==> src/rtl/brr_pkg.sv <==
package brr_pkg;
  typedef enum logic [3:0] {
    BR_ALWAYS = 4'h0, BR_NEVER = 4'h1, BR_HI = 4'h2, BR_LS = 4'h3,
    BR_CC     = 4'h4, BR_CS    = 4'h5, BR_NE = 4'h6, BR_EQ = 4'h7,
    BR_VC     = 4'h8, BR_VS    = 4'h9, BR_PL = 4'hA, BR_MI = 4'hB,
    BR_GE     = 4'hC, BR_LT    = 4'hD, BR_GT = 4'hE, BR_LE = 4'hF
  } br_cond_e;

  typedef struct packed {
    logic n;
    logic z;
    logic v;
    logic c;
  } ccr_t;
endpackage

==> src/rtl/brr_cond_eval.sv <==
module brr_cond_eval
  import brr_pkg::*;
(
  input  logic [3:0] cond,
  input  ccr_t       flags,
  output logic       taken
);
  // Even codes hold the base test; odd codes are its complement.
  logic base;
  logic sgn_lt;

  always_comb begin
    sgn_lt = flags.n ^ flags.v;
    unique case (cond[3:1])
      3'd0: base = 1'b1;
      3'd1: base = ~(flags.c | flags.z);
      3'd2: base = ~flags.c;
      3'd3: base = ~flags.z;
      3'd4: base = ~flags.v;
      3'd5: base = ~flags.n;
      3'd6: base = ~sgn_lt;
      default: base = ~(flags.z | sgn_lt);
    endcase
    taken = base ^ cond[0];
  end
endmodule

==> src/rtl/brr_bit_test.sv <==
module brr_bit_test #(
  parameter int DATA_W = 8
) (
  input  logic [DATA_W-1:0] mem,
  input  logic [DATA_W-1:0] mask,
  input  logic              want_set,
  output logic              hit
);
  logic [DATA_W-1:0] probe;
  logic [DATA_W-1:0] residue;

  always_comb begin
    probe   = want_set ? ~mem : mem;
    residue = probe & mask;
    hit     = ~|residue;
  end
endmodule

==> src/rtl/brr_target.sv <==
module brr_target #(
  parameter int ADDR_W = 16,
  parameter int OFF_W  = 8
) (
  input  logic [ADDR_W-1:0] base_addr,
  input  logic [OFF_W-1:0]  disp,
  output logic [ADDR_W-1:0] target
);
  localparam int EXT_W = ADDR_W - OFF_W;
  logic [ADDR_W-1:0] disp_ext;

  always_comb begin
    disp_ext = {{EXT_W{disp[OFF_W-1]}}, disp};
    target   = base_addr + disp_ext;
  end
endmodule

==> src/rtl/branch_resolver.sv <==
module branch_resolver
  import brr_pkg::*;
#(
  parameter int ADDR_W  = 16,
  parameter int OFF_W   = 8,
  parameter int DATA_W  = 8,
  parameter bit REG_OUT = 1'b1
) (
  input  logic              clk,
  input  logic              rst_n,
  input  logic              in_valid,
  output logic              in_ready,
  input  logic              in_bit_mode,
  input  logic [3:0]        in_cond,
  input  logic [3:0]        in_flags,
  input  logic              in_bit_set,
  input  logic [DATA_W-1:0] in_mem,
  input  logic [DATA_W-1:0] in_mask,
  input  logic [OFF_W-1:0]  in_offset,
  input  logic [ADDR_W-1:0] in_next_addr,
  output logic              out_valid,
  input  logic              out_ready,
  output logic              out_taken,
  output logic [ADDR_W-1:0] out_pc
);
  ccr_t              flags_s;
  logic              cond_hit;
  logic              bit_hit;
  logic              res_taken;
  logic [ADDR_W-1:0] jump_addr;
  logic [ADDR_W-1:0] res_pc;

  assign flags_s = ccr_t'(in_flags);

  brr_cond_eval u_cond (
    .cond  (in_cond),
    .flags (flags_s),
    .taken (cond_hit)
  );

  brr_bit_test #(.DATA_W(DATA_W)) u_bits (
    .mem      (in_mem),
    .mask     (in_mask),
    .want_set (in_bit_set),
    .hit      (bit_hit)
  );

  brr_target #(.ADDR_W(ADDR_W), .OFF_W(OFF_W)) u_tgt (
    .base_addr (in_next_addr),
    .disp      (in_offset),
    .target    (jump_addr)
  );

  always_comb begin
    res_taken = in_bit_mode ? bit_hit : cond_hit;
    res_pc    = res_taken ? jump_addr : in_next_addr;
  end

  generate
    if (REG_OUT) begin : g_reg
      logic              vld_q;
      logic              tkn_q;
      logic [ADDR_W-1:0] pc_q;
      logic              accept;

      assign in_ready = ~vld_q | out_ready;
      assign accept   = in_valid & in_ready;

      always_ff @(posedge clk or negedge rst_n) begin
        if (!rst_n) begin
          vld_q <= 1'b0;
          tkn_q <= 1'b0;
          pc_q  <= '0;
        end else begin
          if (accept) begin
            vld_q <= 1'b1;
            tkn_q <= res_taken;
            pc_q  <= res_pc;
          end else if (out_ready) begin
            vld_q <= 1'b0;
          end
        end
      end

      assign out_valid = vld_q;
      assign out_taken = tkn_q;
      assign out_pc    = pc_q;

      p_hold_r8: assert property (@(posedge clk) disable iff (!rst_n)
        (out_valid && !out_ready) |=> (out_valid && $stable(out_pc) && $stable(out_taken)));
      p_accept_r8: assert property (@(posedge clk) disable iff (!rst_n)
        (in_valid && in_ready) |=> out_valid);
      p_stall_r9: assert property (@(posedge clk) disable iff (!rst_n)
        (out_valid && !out_ready) |-> !in_ready);
    end else begin : g_comb
      assign in_ready  = out_ready;
      assign out_valid = in_valid;
      assign out_taken = res_taken;
      assign out_pc    = res_pc;
    end
  endgenerate

  p_fallthru_r5: assert property (@(posedge clk) disable iff (!rst_n)
    (in_valid && !res_taken) |-> (res_pc == in_next_addr));
  p_target_r4: assert property (@(posedge clk) disable iff (!rst_n)
    (in_valid && res_taken) |-> (res_pc == jump_addr));
  p_never_r1: assert property (@(posedge clk) disable iff (!rst_n)
    (in_valid && !in_bit_mode && in_cond == BR_NEVER) |-> !res_taken);
  p_always_r1: assert property (@(posedge clk) disable iff (!rst_n)
    (in_valid && !in_bit_mode && in_cond == BR_ALWAYS) |-> res_taken);
  p_hi_carry_r2: assert property (@(posedge clk) disable iff (!rst_n)
    (in_valid && !in_bit_mode && in_cond == BR_HI && in_flags[0]) |-> !res_taken);
  p_bitclr_r6: assert property (@(posedge clk) disable iff (!rst_n)
    (in_valid && in_bit_mode && !in_bit_set && ((in_mem & in_mask) != '0)) |-> !res_taken);
endmodule

==> config.mk <==
export PLATFORM = sky130hd
export DESIGN_NAME = branch_resolver
export DESIGN_NICKNAME = d
export VERILOG_FILES = /design/src/rtl/brr_pkg.sv /design/src/rtl/brr_cond_eval.sv /design/src/rtl/brr_bit_test.sv /design/src/rtl/brr_target.sv /design/src/rtl/branch_resolver.sv
export SDC_FILE = /design/constraint.sdc
export NUM_CORES = 1
export LEC_CHECK = 0
export BUFFER_PORTS_ARGS = -buffer_cell sky130_fd_sc_hd__buf_4
export CORE_ASPECT_RATIO = 2
export CORE_MARGIN = 2
export CORE_UTILIZATION = 30
export DETAILED_ROUTE_END_ITERATION = 10
export SYNTH_ARGS = -nofsm -noshare
export SYNTH_HDL_FRONTEND = slang
export SYNTH_SLANG_ARGS = --single-unit
==> constraint.sdc <==
create_clock -name clk -period 2.6 [get_ports clk]
set_input_delay 0.13 -clock clk [delete_from_list [all_inputs] [get_ports clk]]
set_output_delay 0.13 -clock clk [all_outputs]
set_load 0.1 [all_outputs]
==> results.ini <==
[outcome]
outcome=finished, violations left
violations=design-rule violations

[setup_path]
cp_max_fo=4
slowest_stage=fa_1
cp_top_family=compound AO/OA/AOI/OAI gates
slowest_delay_ps=430
path_class=primary input to register
path_cells=buf_4 -> ha_1 -> fa_1 -> a211oi_1 -> o21bai_1 -> o2111ai_1 -> and3_1 -> nor3_1 -> a221o_1
critPathLaunchType=primary input
cp-end-kind=register
cp_num_buf_inv=1
critical_path_arrival_ps=2200
cp.required_ps=2720

[pwr]
switching_share=0.4773
p_total_mw=1.601
p_switching_mw=0.7640
peakVddDrop_mv=0.2417
seq_power_share=0.226
p_comb_frac=0.566
pwr-share-clk=0.208
p_leak_nw=1.157
p_int_mw=0.8368
power.density_mw_per_mm2=647.2

[finish]
fin_util=0.4296
n_antenna_cell=0
fin_nets=356
final_cells=346
drive_gt1_frac=0.2947
num-fill-cells=602
area_growth_pct=38.06

[global_routing]
grt.total_usage=0.1601
grt_max_degree=21
grt_pass1_wl_um=8369
grt_pass1_vias=1888
grt.overflow.total=0
antenna_found_initial=0

[drt]
drc=10
viasPerCell=5.503
ant_nets=0
finalWirelength_um=5174
routedWlPerCell_um=14.95
vias=1904
drt_pass1_iterations=7
drtIter0Drc=40

[timing]
skew_ps=4.395
finalSetupViolCount=0
post-route-period-util=0.8000
slew_violations=0
fmax_mhz=480.8
tightest_slew_ps=484.8
period_needed_ps=2080
setup_tns_ps=0
slew_headroom=0.6746
final-hold-violation-count=0
setup_slack_ps=520.0
rsz0062_at_grt=false

[clock_network]
cts_tree=yes
post_cts_resized=0
clock_sinks=18
insertion_delay_ps=240
h-tree-depth=1
cts_root_buffer=clkbuf_16
ctsLongestPathBuffers=2
clk_pin_slew_ps=50
postCtsHoldBufs=1
numCtsBuffers=3
post_cts_buffers=0

[place]
port_buffers=72
dp_hpwl_um=4411
dpl.cell_count=341
gp_congestion=0.8456
dp_slack_ps=275.8

[die]
ios=73
die_y_um=113.3
dieArea_mm2=0.006644
start_util=0.3112
die_w_um=58.65
core-area_mm2=0.005758
rows=39

[min_path]
hold_class=primary input to register

[synth]
ys_ff_latch=18
synth_edf_count=0
synth-async-reset-ratio=1.000
yosys-top-cells-count=29 x nand2_1, 18 x dfrtp_1, 15 x ha_1
ys_seq_area_frac=0.2514
syn_avg_cell_area_um2=8.295
syn-num-nets=286
ys.flop_type=dfrtp_1
synth.most_common_cell=nand2_1
synth_warnings=0
synth_top_area_share=0.2514
synth_area_mm2=0.001792
syn-instance-count=216
ys_top_cells_by_area=dfrtp_1 25%, ha_1 10%, nand2_1 6.1%
yosysTopAreaCell=dfrtp_1
synth_cell_types=49

[flow_run]
cap_violations=0

-- cell usage in the layout, fill, tap and decap left out, types with 2 or more instances in the layout --
cell	n
buf_4	74
nand2_1	29
dfrtp_1	17
ha_1	15
o21ai_0	14
a21oi_1	13
o21ai_1	11
nor2_1	10
mux2i_1	10
xnor2_1	7
nor2b_1	6
nor3_1	5
inv_1	5
a211oi_1	4
o211ai_1	4
nand3_1	4
o21a_1	4
a2bb2oi_1	4
xor2_1	3
nand4_1	3
clkbuf_16	3
o21bai_1	2
and3_1	2
and2_1	2
a221oi_1	2
nor4bb_1	2
a222oi_1	2
a22o_1	2
a21o_1	2
-- power by group through the flow --
stage | sequential (mW) | clock [mW] | combinational (mW)
2_1_floorplan | 0.751 | 0 | 0.287
3_3_place_gp | 0.367 | 0 | 0.904
3_5_place_dp | 0.369 | 0 | 0.909
4_1_cts | 0.364 | 0.341 | 0.911
5_1_grt | 0.370 | 0.359 | 0.964
6_report | 0.363 | 0.332 | 0.906
-- stage by stage --
| stage | hold slack (ps) | cell area, µm² |
|---|---|---|
| 2_1_floorplan | -165.6 | 1795 |
| 6_report | 97.74 | 2474 |
| 3_5_place_dp | 16.46 | 2375 |
| 3_3_place_gp | 14.98 | 2375 |
| 5_1_grt | 119.4 | 2474 |
| 4_1_cts | 98.40 | 2474 |
-- sequential cells by signal, summed over array words and instances, names as in the netlist --
signal     cells
out_pc        16
out_taken      1
out_valid      1
-- final timing paths --
check                              from         end  slack [ps]  depth (start not counted)
max reg2reg                   out_valid  out_pc[15]        1240                          5
min reg2reg                   out_taken   out_taken         480                          2
max in group asynchronous         rst_n   out_valid        2100                          2
max                        in_offset[0]  out_pc[14]         520                          9
min                            in_valid   out_valid         100                          2
min in group asynchronous         rst_n   out_pc[3]         290                          2
-- routing by layer --
layer	up-vias	track usage	wire length (µm)
met5	-	0	0
met4	0	0.05758	103
met3	6	0.01943	313
met2	55	0.3318	3022
met1	889	0.1462	1734
li1	954	-	-
-- layout make-up --
type	instances	area (µm²)	area share
inverter	5	18.77	0.007587
multi-input combinational	183	1272	0.5144
tap	61	76.32	0.03085
clock buffer	4	88.84	0.03591
sequential	18	451.7	0.1826
timing repair buffer	75	565.5	0.2286
-- cells by family after synthesis --
logic type	Yosys count	synth area share
AND/OR/NAND/NOR	72	0.2004
adder cells (fa/ha/maj)	16	0.1159
AO/OA/AOI/OAI	75	0.2877
buffers and inverters	15	0.03981
XOR/XNOR	10	0.04889
multiplexers	10	0.05587
flip-flops	18	0.2514
No activity file was read; power rests on OpenSTA's default activity.
